--- config.mk ---
export PLATFORM = sky130hd
export DESIGN_NAME = three_wire_tx
export DESIGN_NICKNAME = d
export VERILOG_FILES = /design/src/rtl/tw_pkg.sv /design/src/rtl/tw_hdr_build.sv /design/src/rtl/tw_crc16.sv /design/src/rtl/tw_slip_enc.sv /design/src/rtl/three_wire_tx.sv
export SDC_FILE = /design/constraint.sdc
export NUM_CORES = 1
export LEC_CHECK = 0
export BUFFER_PORTS_ARGS = -buffer_cell sky130_fd_sc_hd__buf_2
export CAP_MARGIN = 20
export CORE_MARGIN = 1
export CORE_UTILIZATION = 28
export CTS_CLUSTER_DIAMETER = 50
export DETAILED_ROUTE_END_ITERATION = 10
export PLACE_DENSITY = 0.55
export SYNTH_ARGS = -nofsm -noshare
export SYNTH_HDL_FRONTEND = slang
export SYNTH_SLANG_ARGS = --single-unit
--- constraint.sdc ---
create_clock -name clk -period 6.8 [get_ports clk]
set_input_delay 0.34 -clock clk [delete_from_list [all_inputs] [get_ports clk]]
set_output_delay 0.34 -clock clk [all_outputs]
set_load 0.005 [all_outputs]
--- src/rtl/tw_pkg.sv ---
`timescale 1ns/1ps
package tw_pkg;

    localparam int TW_BYTE_W = 8;
    localparam int TW_LEN_W  = 12;
    localparam int TW_NUM_W  = 3;
    localparam int TW_HDR_N  = 4;
    localparam int TW_CRC_W  = 16;

    localparam logic [7:0] SLIP_END     = 8'hC0;
    localparam logic [7:0] SLIP_ESC     = 8'hDB;
    localparam logic [7:0] SLIP_ESC_END = 8'hDC;
    localparam logic [7:0] SLIP_ESC_ESC = 8'hDD;
    localparam logic [15:0] CRC_PRESET  = 16'hFFFF;

    typedef struct packed {
        logic [3:0]          ptype;
        logic [TW_LEN_W-1:0] len;
        logic [TW_NUM_W-1:0] seq;
        logic [TW_NUM_W-1:0] ack;
        logic                crc_en;
    } tw_req_t;

    typedef struct packed {
        logic [7:0] data;
        logic       raw;   // sent verbatim, never escaped (delimiters)
        logic       last;  // final byte of the frame
    } tw_sym_t;

    typedef enum logic [2:0] {
        PH_IDLE, PH_SOF, PH_HDR, PH_PAY, PH_CRC, PH_EOF, PH_DRAIN
    } tw_phase_e;

    function automatic logic tw_is_reliable(input logic [3:0] t);
        return (t == 4'd1) || (t == 4'd2) || (t == 4'd4) || (t == 4'd5);
    endfunction

    function automatic logic tw_needs_escape(input logic [7:0] b);
        return (b == SLIP_END) || (b == SLIP_ESC);
    endfunction

    function automatic logic [7:0] tw_escape_code(input logic [7:0] b);
        return (b == SLIP_END) ? SLIP_ESC_END : SLIP_ESC_ESC;
    endfunction

    // Reflected CRC-16, 0x8408, processed one nibble at a time.
    function automatic logic [15:0] tw_nib_term(input logic [3:0] n);
        return {n, 1'b0, n, 3'b000, n};
    endfunction

    function automatic logic [15:0] tw_crc_step(input logic [15:0] c, input logic [7:0] d);
        logic [15:0] r;
        r = c;
        r = (r >> 4) ^ tw_nib_term(r[3:0] ^ d[3:0]);
        r = (r >> 4) ^ tw_nib_term(r[3:0] ^ d[7:4]);
        return r;
    endfunction

    function automatic logic [15:0] tw_rev16(input logic [15:0] x);
        logic [15:0] r;
        for (int i = 0; i < 16; i++) r[i] = x[15-i];
        return r;
    endfunction

endpackage

--- src/rtl/tw_hdr_build.sv ---
`timescale 1ns/1ps
module tw_hdr_build
    import tw_pkg::*;
(
    input  tw_req_t                      req,
    output logic [TW_HDR_N-1:0][7:0]     hdr
);
    logic       rel;
    logic [7:0] sum3;

    always_comb begin
        rel    = tw_is_reliable(req.ptype);
        hdr[0] = {rel, req.crc_en, req.ack, (rel ? req.seq : {TW_NUM_W{1'b0}})};
        hdr[1] = {req.len[3:0], req.ptype};
        hdr[2] = req.len[TW_LEN_W-1:4];
        sum3   = hdr[0] + hdr[1] + hdr[2];
        hdr[3] = ~sum3;
    end
endmodule

--- src/rtl/tw_crc16.sv ---
`timescale 1ns/1ps
module tw_crc16
    import tw_pkg::*;
(
    input  logic                 clk,
    input  logic                 rst,
    input  logic                 init,
    input  logic                 upd,
    input  logic [7:0]           din,
    output logic [TW_CRC_W-1:0]  crc_tx
);
    logic [TW_CRC_W-1:0] crc_q;

    always_ff @(posedge clk) begin
        if (rst || init) crc_q <= CRC_PRESET;
        else if (upd)    crc_q <= tw_crc_step(crc_q, din);
    end

    assign crc_tx = tw_rev16(crc_q);
endmodule

--- src/rtl/tw_slip_enc.sv ---
`timescale 1ns/1ps
module tw_slip_enc
    import tw_pkg::*;
(
    input  logic       clk,
    input  logic       rst,
    input  tw_sym_t    in_sym,
    input  logic       in_valid,
    output logic       in_ready,
    output logic [7:0] out_data,
    output logic       out_valid,
    input  logic       out_ready,
    output logic       out_last
);
    logic       ov_q, ol_q, pend_q, plast_q;
    logic [7:0] od_q, pbyte_q;
    logic       esc;

    assign in_ready = !ov_q || (out_ready && !pend_q);
    assign esc      = !in_sym.raw && tw_needs_escape(in_sym.data);

    always_ff @(posedge clk) begin
        if (rst) begin
            ov_q    <= 1'b0;
            ol_q    <= 1'b0;
            pend_q  <= 1'b0;
            plast_q <= 1'b0;
            od_q    <= '0;
            pbyte_q <= '0;
        end else if (ov_q && out_ready && pend_q) begin
            od_q   <= pbyte_q;
            ol_q   <= plast_q;
            pend_q <= 1'b0;
        end else if (in_valid && in_ready) begin
            ov_q <= 1'b1;
            if (esc) begin
                od_q    <= SLIP_ESC;
                ol_q    <= 1'b0;
                pbyte_q <= tw_escape_code(in_sym.data);
                plast_q <= in_sym.last;
                pend_q  <= 1'b1;
            end else begin
                od_q   <= in_sym.data;
                ol_q   <= in_sym.last;
                pend_q <= 1'b0;
            end
        end else if (ov_q && out_ready) begin
            ov_q <= 1'b0;
        end
    end

    assign out_data  = od_q;
    assign out_valid = ov_q;
    assign out_last  = ol_q;
endmodule

--- src/rtl/three_wire_tx.sv ---
`timescale 1ns/1ps
module three_wire_tx
    import tw_pkg::*;
(
    input  logic                 clk,
    input  logic                 rst,
    input  logic                 req_valid,
    output logic                 req_ready,
    input  logic [3:0]           req_type,
    input  logic [TW_LEN_W-1:0]  req_len,
    input  logic [TW_NUM_W-1:0]  req_seq,
    input  logic [TW_NUM_W-1:0]  req_ack,
    input  logic                 req_crc_en,
    input  logic [7:0]           pl_data,
    input  logic                 pl_valid,
    output logic                 pl_ready,
    output logic [7:0]           tx_data,
    output logic                 tx_valid,
    input  logic                 tx_ready,
    output logic                 frame_done
);
    localparam int IDX_W = $clog2(TW_HDR_N);

    tw_phase_e                 ph_q;
    tw_req_t                   rq_q;
    logic [IDX_W-1:0]          idx_q;
    logic [TW_LEN_W-1:0]       left_q;
    logic                      done_q;

    logic [TW_HDR_N-1:0][7:0]  hdr;
    logic [TW_CRC_W-1:0]       crc_tx;
    tw_sym_t                   sym;
    logic                      sym_valid;
    logic                      enc_ready;
    logic                      tx_last;
    logic                      accept, push, crc_upd, tx_end;

    assign req_ready = (ph_q == PH_IDLE);
    assign accept    = req_valid && req_ready;
    assign pl_ready  = (ph_q == PH_PAY) && enc_ready;
    assign push      = sym_valid && enc_ready;
    assign crc_upd   = push && ((ph_q == PH_HDR) || (ph_q == PH_PAY));
    assign tx_end    = tx_valid && tx_ready && tx_last;

    tw_hdr_build u_hdr (
        .req (rq_q),
        .hdr (hdr)
    );

    tw_crc16 u_crc (
        .clk    (clk),
        .rst    (rst),
        .init   (accept),
        .upd    (crc_upd),
        .din    (sym.data),
        .crc_tx (crc_tx)
    );

    tw_slip_enc u_enc (
        .clk       (clk),
        .rst       (rst),
        .in_sym    (sym),
        .in_valid  (sym_valid),
        .in_ready  (enc_ready),
        .out_data  (tx_data),
        .out_valid (tx_valid),
        .out_ready (tx_ready),
        .out_last  (tx_last)
    );

    always_comb begin
        sym       = '0;
        sym_valid = 1'b0;
        case (ph_q)
            PH_SOF: begin
                sym.data  = SLIP_END;
                sym.raw   = 1'b1;
                sym_valid = 1'b1;
            end
            PH_HDR: begin
                sym.data  = hdr[idx_q];
                sym_valid = 1'b1;
            end
            PH_PAY: begin
                sym.data  = pl_data;
                sym_valid = pl_valid;
            end
            PH_CRC: begin
                sym.data  = idx_q[0] ? crc_tx[7:0] : crc_tx[15:8];
                sym_valid = 1'b1;
            end
            PH_EOF: begin
                sym.data  = SLIP_END;
                sym.raw   = 1'b1;
                sym.last  = 1'b1;
                sym_valid = 1'b1;
            end
            default: ;
        endcase
    end

    always_ff @(posedge clk) begin
        if (rst) begin
            ph_q   <= PH_IDLE;
            rq_q   <= '0;
            idx_q  <= '0;
            left_q <= '0;
            done_q <= 1'b0;
        end else begin
            done_q <= tx_end;
            case (ph_q)
                PH_IDLE: if (accept) begin
                    rq_q.ptype  <= req_type;
                    rq_q.len    <= req_len;
                    rq_q.seq    <= req_seq;
                    rq_q.ack    <= req_ack;
                    rq_q.crc_en <= req_crc_en;
                    ph_q        <= PH_SOF;
                end
                PH_SOF: if (push) begin
                    ph_q  <= PH_HDR;
                    idx_q <= '0;
                end
                PH_HDR: if (push) begin
                    if (idx_q == IDX_W'(TW_HDR_N - 1)) begin
                        idx_q <= '0;
                        if (rq_q.len == '0) ph_q <= rq_q.crc_en ? PH_CRC : PH_EOF;
                        else begin
                            ph_q   <= PH_PAY;
                            left_q <= rq_q.len;
                        end
                    end else begin
                        idx_q <= idx_q + 1'b1;
                    end
                end
                PH_PAY: if (push) begin
                    left_q <= left_q - 1'b1;
                    if (left_q == TW_LEN_W'(1)) begin
                        idx_q <= '0;
                        ph_q  <= rq_q.crc_en ? PH_CRC : PH_EOF;
                    end
                end
                PH_CRC: if (push) begin
                    if (idx_q[0]) ph_q <= PH_EOF;
                    else          idx_q <= idx_q + 1'b1;
                end
                PH_EOF:   if (push)   ph_q <= PH_DRAIN;
                PH_DRAIN: if (tx_end) ph_q <= PH_IDLE;
                default:              ph_q <= PH_IDLE;
            endcase
        end
    end

    assign frame_done = done_q;
endmodule

==> results of run 1 <==
synth_stat cells, types with 10 or more instances:
cell / instances / area share, %
nand3_1: 16 / 1.8
nor2_1: 45 / 3.8
nor3_1: 17 / 1.9
o21ai_1: 11 / 1.2
o21ai_0: 32 / 3.6
a21oi_1: 52 / 5.8
ha_1: 10 / 2.8
dfxtp_1: 71 / 32
xnor2_1: 16 / 3.1
mux2i_1: 13 / 2.9
nand2_1: 81 / 6.8
a211oi_1: 10 / 1.7
clkbuf_1: 22 / 1.8
inv_1: 16 / 1.3
final timing paths:
check,to,slack (ns),depth (start not counted)
hold reg to reg,u_enc.out_data[5],0.48,2
hold / removal,rq_q[18],0.23,3
setup reg to reg,u_enc.pbyte_q[0],2.33,14
setup / recovery,u_enc.pbyte_q[0],2.33,14
flip-flops by register name (all words and copies together) (netlist names):
name and flops:
left_q 12, u_enc.plast_q 1, u_crc.crc_q 16, rq_q 23
u_enc.pend_q 1, u_enc.out_last 1, idx_q 2, u_enc.out_data 8
u_enc.pbyte_q 2, frame_done 1, u_enc.out_valid 1, ph_q 3
worst min-delay path, stage by stage:
cell     delay [ns]
buf_2          0.09
nand2_1        0.04
a21oi_1        0.05
layer usage:
metal | part of all wire [%] | GRT usage, % | vias up
li1 | - | - | 2031
met1 | 49 | 20.3 | 1897
met2 | 47 | 25.5 | 77
met3 | 3.7 | 3.16 | 8
met4 | 0.95 | 3.94 | 0
met5 | 0 | 0 | -
cell usage in the layout (no fill, tap or decap), types with 7 or more instances in the layout:
cell type	count
nand2_1	81
dfxtp_1	71
a21oi_1	52
buf_2	47
nor2_1	45
o21ai_0	32
nor3_1	17
inv_1	16
nand3_1	16
xnor2_1	16
mux2i_1	13
o21ai_1	11
a211oi_1	10
ha_1	10
clkbuf_16	9
and2_1	8
and3_1	8
fa_1	8
nand2b_1	7
nor4_1	7
a221oi_1	7
kinds of logic (layout without fill, tap and decap cells):
family | after synthesis | count (layout) | synth area share [%]
adders and majority gates | 18 | 18 | 6.35
buffers and inverters | 50 | 84 | 5.01
muxes | 17 | 17 | 4.15
and+or+nand+nor | 219 | 219 | 23.9
AOI/OAI and AO/OA | 154 | 154 | 22.7
xor gates and xnor gates | 26 | 26 | 6.26
DFF | 71 | 71 | 31.6
metrics by stage:
step	instance area [um^2]	std cells	total power (W)	hold slack, ns	utilization [%]
2_1_floorplan	4490	555	0.00143	0.437	-
3_3_place_gp	4860	784	0.00164	0.456	31.5
3_5_place_dp	4860	784	0.00167	0.462	31.5
4_1_cts	5180	800	0.00218	0.226	33.6
5_1_grt	5180	800	0.00233	0.227	33.6
6_report	5180	800	0.00217	0.233	33.6
where the power goes:
| group | leakage, nW | switching (W) | internal [W] |
|---|---|---|---|
| Sequential | 0.579 | 0.000124 | 0.000508 |
| Clock | 0.148 | 0.000188 | 0.000321 |
| Combinational | 1.25 | 0.000606 | 0.000421 |
layout make-up:
type / count / area (um^2) / area share [%]
Tap cell: 211 / 264 / 5.09
Clock buffer: 9 / 225 / 4.34
Timing Repair Buffer: 51 / 265 / 5.12
Sequential cell: 71 / 1420 / 27.4
Multi-Input combinational cell: 434 / 2850 / 54.9
Inverter: 17 / 63.8 / 1.23
Clock inverter: 7 / 96.3 / 1.86
==> impl_metrics.py, run 1 <==
metrics = {
    "outcome": {
        "status": "finished, final reports clean",
    },
    "critical_path": {
        "crit_family": "compound AO/OA/AOI/OAI gates",
        "path_cells": "o21a_1, nor3_2, and2_1, fa_1, ha_1, fa_1, a21o_1, a31o_2, o31ai_1, o21ai_1, a2111oi_2, o2111ai_2, nor2_2, mux2_1",
        "worstPathArrival_ns": 4.69,
        "reg2reg_from": "rq_q[21]",
        "cp-end-kind": "flop",
        "crit_buf_inv": 0,
        "cp_max_fo": 7,
        "cp-startpoint": "rq_q[21]",
        "cp_common_cell": "fa_1",
        "startpoint_type": "flop",
        "crit_slowest_cell": "a2111oi_2",
        "crit_required_ns": 7.02,
        "critPathMaxStageDelay_ns": 0.44,
        "worst-setup-path-type": "flop to flop",
    },
    "floorplanning": {
        "die_w_um": 129,
        "initial_core_util_pct": 29.1,
        "die_h_um": 129,
        "dieArea_mm2": 0.0166,
        "core_area_mm2": 0.0154,
        "placementRows": 45,
        "ios": 48,
    },
    "pwr": {
        "ir_worst_vdd_mv": 0.158,
        "powerDensity_mw_per_mm2": 418,
        "p_leak_nw": 1.97,
    },
    "drt": {
        "ant_nets": 0,
        "dr.pass1.iters": 4,
        "wl_mm": 12.2,
        "wl_per_cell_um": 15.2,
        "via_per_inst": 5.02,
        "drc_errors": 0,
        "via_count": 4013,
        "drt_iter0_drc": 309,
    },
    "timing": {
        "period_needed_ns": 4.47,
        "max_freq_mhz": 224,
        "period_share_pct": 65.7,
        "tns_ns": 0,
        "finalSetupViolations": 0,
        "hold_violations": 0,
        "rsz0062_at_grt": "false",
        "timing.final.ws_setup_ns": 2.33,
        "drv_slew": 0,
        "fin_worst_skew_ns": 0.00698,
        "max-slew-margin-rel_pct": 36.9,
        "worst_pin_slew_ns": 0.947,
    },
    "clocking": {
        "postCtsSetupBuffers": 0,
        "cts_tree": "done",
        "clock-root-buffer": "clkbuf_16",
        "hold_buffers": 0,
        "cts_sinks": 71,
        "htree_levels": 3,
        "clk_latency_ns": 0.34,
        "clkSlewWorstSetupHoldPaths_ns": 0.06,
        "clockBufferDepth": 2,
        "numCtsBuffers": 9,
        "cts-resized-gates": 0,
    },
    "min_path": {
        "holdCritPathClass": "input pin to flop",
        "hp-start": "req_len[11]",
    },
    "synth": {
        "synth_edf_count": 0,
        "synthesis.area_mm2": 0.00449,
        "ys_ff_latch": 71,
        "synth_seq_area_share_pct": 31.6,
        "synthArstFlopShare_pct": 0,
        "synthFlopType": "dfxtp_1",
        "yosys_warnings": 0,
        "syn_nets": 609,
        "synth_cell_types": 72,
        "netlist_instances": 555,
        "syn_avg_cell_area_um2": 8.10,
    },
    "layout": {
        "n_antenna_cell": 0,
        "fin_nets": 638,
        "syn_to_final_growth_pct": 15.3,
        "n_fill_cell": 1660,
        "drive_above_1_share_pct": 16.5,
    },
    "place": {
        "port_buffers": 47,
        "dp_slack_ns": 2.35,
        "hpwl_mm": 9.06,
        "gp_congestion": 0.873,
    },
    "run": {
        "maxCapViolations": 0,
    },
    "global_route": {
        "grt_first_pass_wirelength_mm": 19.9,
        "grt_max_degree": 59,
        "grt_pass1_vias": 3845,
        "antenna_found_initial": 0,
        "overflow": 0,
        "grt_use_total_pct": 15.4,
    },
}
No activity file was read; power rests on OpenSTA's default activity.
==> run 2: changes to the inputs <==
--- a/config.mk
+++ b/config.mk
@@ -11,7 +11,7 @@
 export CORE_UTILIZATION = 28
 export CTS_CLUSTER_DIAMETER = 50
 export DETAILED_ROUTE_END_ITERATION = 10
-export PLACE_DENSITY = 0.55
+export PLACE_DENSITY = 0.57
 export SYNTH_ARGS = -nofsm -noshare
 export SYNTH_HDL_FRONTEND = slang
 export SYNTH_SLANG_ARGS = --single-unit
==> constraint.sdc (replaced) <==
create_clock -name clk -period 3.9 [get_ports clk]
set_input_delay 0.195 -clock clk [delete_from_list [all_inputs] [get_ports clk]]
set_output_delay 0.195 -clock clk [all_outputs]
set_load 0.005 [all_outputs]
==> run 2 against run 1 <==
Net effect: via count up 4.6%; core utilization is 2.0 points higher; wire length is 4.8% higher; global-route usage is 0.79 points higher; worst hold slack worse by 0.14 ns; critical path depth fell by 1; largest cell class unchanged; largest power group unchanged.
==> impl_metrics.py, run 2 (synthesis gave the netlist of run 1 again) <==
metrics = {
    "critical_path": {
        "crit_buf_inv": 0,
        "critPathMaxStageDelay_ns": 0.49,
        "worstPathArrival_ns": 4.07,
        "crit_required_ns": 4.13,
        "cp_max_fo": 5,
        "cp-end-kind": "flop",
        "path_cells": "o21a_1, nor3_4, and2_1, fa_1, ha_2, fa_2, xnor2_1, mux4_2, a221oi_4, and4_4, o2111ai_4, nor2_2, mux2_4",
        "worst-setup-path-type": "flop to flop",
        "crit_slowest_cell": "mux4_2",
        "crit_family": "adder cells",
        "startpoint_type": "flop",
    },
    "global_route": {
        "grt-busiest-layer": "met2",
        "grtUsageMet1_pct": 21.0,
        "grt_max_degree": 45,
        "grt_pass1_vias": 4032,
        "antenna_found_initial": 1,
        "grt_use_met2_pct": 26.3,
        "overflow": 0,
        "grt.met3_usage_pct": 3.53,
        "grt_use_total_pct": 16.2,
        "grt_first_pass_wirelength_mm": 20.7,
    },
    "clocking": {
        "clock-root-buffer": "clkbuf_16",
        "hold_buffers": 0,
        "htree_levels": 3,
        "clockBufferDepth": 2,
        "cts_sinks": 71,
        "clkSlewWorstSetupHoldPaths_ns": 0.06,
        "numCtsBuffers": 9,
        "cts_tree": "done",
        "clk_latency_ns": 0.34,
    },
    "timing": {
        "max_freq_mhz": 260,
        "finalSetupViolations": 0,
        "drv_slew": 0,
        "fin_worst_skew_ns": 0.00696,
        "timing.hold.ws_ns": 0.0906,
        "period_share_pct": 98.5,
        "rsz0062_at_grt": "true",
        "hold_violations": 0,
        "max-slew-margin-rel_pct": 34.9,
        "period_needed_ns": 3.84,
        "worst_pin_slew_ns": 0.976,
    },
    "floorplanning": {
        "ios": 48,
        "dieArea_mm2": 0.0166,
        "die_w_um": 129,
        "core_area_mm2": 0.0154,
        "initial_core_util_pct": 29.1,
        "placementRows": 45,
        "die_h_um": 129,
    },
    "drt": {
        "ant_nets": 0,
        "wl_per_cell_um": 15.6,
        "drt_iter0_drc": 299,
        "via_per_inst": 5.11,
        "drc_errors": 0,
        "via_count": 4197,
        "wl_mm": 12.8,
        "dr.pass1.iters": 5,
    },
    "pwr": {
        "total_power_w": 0.00415,
        "ir_worst_vdd_mv": 0.268,
        "powerDensity_mw_per_mm2": 755,
        "p_leak_nw": 2.14,
    },
    "place": {
        "gp_congestion": 0.856,
        "hpwl_mm": 9.28,
        "port_buffers": 47,
        "postPlaceCellArea_mm2": 0.00501,
    },
    "layout": {
        "final_area_mm2": 0.00549,
        "final_common_cell": "nand2_1",
        "drive_above_1_share_pct": 21.4,
        "n_antenna_cell": 0,
        "top_register": "rq_q",
        "fin_nets": 660,
        "layout_common_cells": "81 x nand2_1, 68 x dfxtp_1, 52 x a21oi_1, 47 x buf_2, 45 x nor2_1",
        "largest_registers": "rq_q: 23 flops, u_crc.crc_q: 16 flops, left_q: 12 flops",
        "largest_register_ffs": 23,
        "syn_to_final_growth_pct": 22.2,
    },
    "run": {
        "maxCapViolations": 0,
    },
    "outcome": {
        "status": "finished, final reports clean",
    },
    "min_path": {
        "holdCritPathClass": "input pin to flop",
    },
}
==> run 2: cell types whose count changed in the layout (fill, tap and decap cells not counted), moves of 2 or more <==
cell / change
dfxtp_2: +3
dfxtp_1: -3
nor3_2: -2
bufinv_16: +2
nor3_4: +2
buf_4: +22
clkinvlp_4: -3
==> run 2: through the flow <==
step | setup WS, ns | utilization [%] | TNS, ns | cells
floorplan | 0.0133 | - | 0 | 555
global placement | -0.00498 | 32.5 | -0.00498 | 801
detailed placement | -0.0966 | 32.5 | -0.144 | 801
CTS | 0.0340 | 35.3 | 0 | 819
global route | -0.0965 | 35.6 | -0.561 | 822
finish | 0.0575 | 35.6 | 0 | 822
==> run 2: layer usage <==
metal	vias to the layer above	part of all wire, %
li1	2076	-
met4	0	2.0
met5	-	0
met2	106	46
met3	22	5.1
met1	1993	47
==> run 2: final timing paths <==
kind	startpoint	endpoint	slack (ns)	depth (start not counted)
worst min register to register	rq_q[4]	rq_q[4]	0.48	2
worst min-delay path	req_len[2]	rq_q[9]	0.09	3
worst max-delay path	rq_q[21]	u_enc.pbyte_q[0]	0.06	13
worst max register to register	rq_q[21]	u_enc.pbyte_q[0]	0.06	13
==> run 2: cell type report <==
type                    instances  area [um^2]
clock buffers                  11          243
clock inverters                 5          129
well taps                     211          264
fillers                      1630         9930
repair buffers                 73          430
multi-input cells             434         2940
inverters                      17         63.8
flip-flops and latches         71         1430
==> run 2: power by group <==
group	switching (W)	internal, W
clock	0.000322	0.000708
combinational	0.00115	0.000875
sequential	0.000206	0.000888
total	0.00167	0.00247
==> run 2: worst min-delay path, stage by stage <==
cell,delay [ns]
buf_2,0.09
nand2_1,0.04
a21oi_1,0.05
==> run 2: timing repair <==
action | 4_1_cts | 5_1_grt
resized for setup | 6 | 6
pin swaps | 9 | 7
setup buffers | 2 | 3
endpoints found under the setup margin | 5 | 12
endpoints found under the hold margin | 0 | 0
==> run 3: changes to the inputs <==
--- a/config.mk
+++ b/config.mk
@@ -9,9 +9,11 @@
 export CAP_MARGIN = 20
 export CORE_MARGIN = 1
 export CORE_UTILIZATION = 28
+export CTS_BUF_LIST = sky130_fd_sc_hd__clkbuf_4 sky130_fd_sc_hd__clkbuf_8 sky130_fd_sc_hd__clkbuf_16
 export CTS_CLUSTER_DIAMETER = 50
 export DETAILED_ROUTE_END_ITERATION = 10
 export PLACE_DENSITY = 0.57
+export RECOVER_POWER = 25
 export SYNTH_ARGS = -nofsm -noshare
 export SYNTH_HDL_FRONTEND = slang
 export SYNTH_SLANG_ARGS = --single-unit
==> run 3 against run 2 <==
Net effect: the flow now finishes with violations (max-capacitance violations, max-slew violations); cell area decreased by 0.27%; sequential share of layout area increased by 0.071 points; via count is essentially flat; maximum frequency is 0.13% higher; global-route usage unchanged; critical path type unchanged.
==> impl_metrics.py, run 3 (synthesis gave the netlist of run 1 again) <==
metrics = {
    "critical_path": {
        "reg2reg_depth": 13,
        "cp_max_fo": 5,
        "crit_required_ns": 4.13,
        "worstPathArrival_ns": 4.07,
        "cp-startpoint": "rq_q[21]",
        "reg2reg_from": "rq_q[21]",
        "cp-end-kind": "flop",
        "cp-endpoint": "u_enc.pbyte_q[0]",
        "startpoint_type": "flop",
        "worst-setup-path-type": "flop to flop",
        "r2r-end": "u_enc.pbyte_q[0]",
        "rrSetupSlack_ns": 0.06,
    },
    "place": {
        "postPlaceCellArea_mm2": 0.00501,
        "port_buffers": 47,
        "hpwl_mm": 9.28,
        "gp_congestion": 0.856,
        "dp.cells": 801,
    },
    "layout": {
        "syn_to_final_growth_pct": 21.9,
        "fin_nets": 660,
        "final_area_mm2": 0.00548,
        "drive_above_1_share_pct": 19.8,
        "utilization_pct": 35.5,
        "layout_common_cells": "81 x nand2_1, 68 x dfxtp_1, 52 x a21oi_1, 45 x nor2_1, 38 x buf_2",
        "top_register": "rq_q",
        "largest_register_ffs": 23,
        "final_common_cell": "nand2_1",
        "n_antenna_cell": 0,
        "finalNonFillerCells": 822,
        "largest_registers": "rq_q: 23 flops, u_crc.crc_q: 16 flops, left_q: 12 flops",
        "n_fill_cell": 1634,
    },
    "timing": {
        "finalSetupViolations": 0,
        "max_freq_mhz": 261,
        "tns_ns": 0,
        "fin_worst_skew_ns": 0.00657,
        "worst_pin_slew_ns": 2.09,
        "hold_violations": 0,
        "max-slew-margin-rel_pct": -39.4,
        "drv_slew": 45,
        "period_needed_ns": 3.84,
        "rsz0062_at_grt": "true",
        "period_share_pct": 98.4,
    },
    "floorplanning": {
        "core_area_mm2": 0.0154,
        "placementRows": 45,
        "dieArea_mm2": 0.0166,
        "die_h_um": 129,
        "ios": 48,
        "die_w_um": 129,
        "initial_core_util_pct": 29.1,
    },
    "clocking": {
        "clockBufferDepth": 2,
        "clock-root-buffer": "clkbuf_16",
        "htree_levels": 3,
        "clkSlewWorstSetupHoldPaths_ns": 0.06,
        "cts_sinks": 71,
        "clk_latency_ns": 0.34,
        "numCtsBuffers": 9,
        "cts_tree": "done",
    },
    "pwr": {
        "p_leak_nw": 2.10,
        "ir_worst_vdd_mv": 0.267,
        "total_power_w": 0.00414,
        "powerDensity_mw_per_mm2": 756,
    },
    "drt": {
        "via_count": 4200,
        "via_per_inst": 5.11,
        "drc_errors": 0,
        "wl_mm": 12.8,
        "wl_per_cell_um": 15.6,
        "drt_iter0_drc": 282,
        "ant_nets": 0,
        "dr.pass1.iters": 5,
    },
    "min_path": {
        "whs_path_depth": 3,
        "holdCritPathClass": "input pin to flop",
    },
    "global_route": {
        "grt_pass1_vias": 4032,
        "grt_max_degree": 45,
        "overflow": 0,
        "antenna_found_initial": 0,
        "grt_use_total_pct": 16.2,
        "grt_first_pass_wirelength_mm": 20.7,
    },
    "outcome": {
        "violations": "max-capacitance violations, max-slew violations",
        "status": "finished with violations",
    },
    "run": {
        "maxCapViolations": 1,
    },
}
==> run 3: routing by layer <==
| layer | share of wire, % | GRT usage (%) |
|---|---|---|
| met1 | 47 | 21.0 |
| met2 | 46 | 26.3 |
| met3 | 5.0 | 3.53 |
| met4 | 2.0 | 6.16 |
| met5 | 0 | 0 |
==> run 3: where the power goes <==
group          total, W  internal (W)  switching (W)
registers       0.00110      0.000888       0.000207
clock network   0.00103      0.000715       0.000320
logic           0.00201      0.000865        0.00114
==> run 3: worst max-delay path, stage by stage, from the launching register on <==
cell	delay (ns)
dfxtp_2	0.34
o21a_1	0.23
nor3_4	0.14
and2_1	0.16
fa_1	0.41
ha_2	0.21
fa_2	0.35
xnor2_1	0.13
mux4_2	0.49
a221oi_4	0.36
and4_4	0.30
o2111ai_4	0.14
nor2_2	0.15
mux2_4	0.31
==> run 3: timing repair <==
item                       in CTS  in global routing
buffers inserted                2                  3
hold buffers                    0                  0
setup endpoints to repair       5                 12
gates cloned                    0                  0
gates resized for setup         6                  6
pin swaps                       9                  7
==> run 3: worst min-delay path by stage <==
stage,startpoint,endpoint,slack [ns]
floorplan,req_type[2],rq_q[21],0.32
global placement,req_len[2],rq_q[9],0.44
detailed placement,req_ack[1],rq_q[2],0.44
CTS,req_len[1],rq_q[8],0.09
global route,req_len[1],rq_q[8],0.09
finish,req_len[2],rq_q[9],0.09
==> run 3: area by class of cell <==
cell class,instances,area (um^2),area share (%)
Clock inverter,5,129,2.35
Tap cell,211,264,4.82
Sequential cell,71,1430,26.0
Clock buffer,11,246,4.50
Multi-Input combinational cell,434,2940,53.6
Timing Repair Buffer,73,412,7.51
Inverter,17,63.8,1.16
==> run 3: through the flow <==
stage | setup slack [ns] | hold WS (ns)
after detailed placement | -0.0966 | 0.443
final | 0.0624 | 0.0916
after global routing | -0.0965 | 0.0866
after global placement | -0.00498 | 0.438
after floorplan | 0.0133 | 0.323
after CTS | 0.0341 | 0.0858
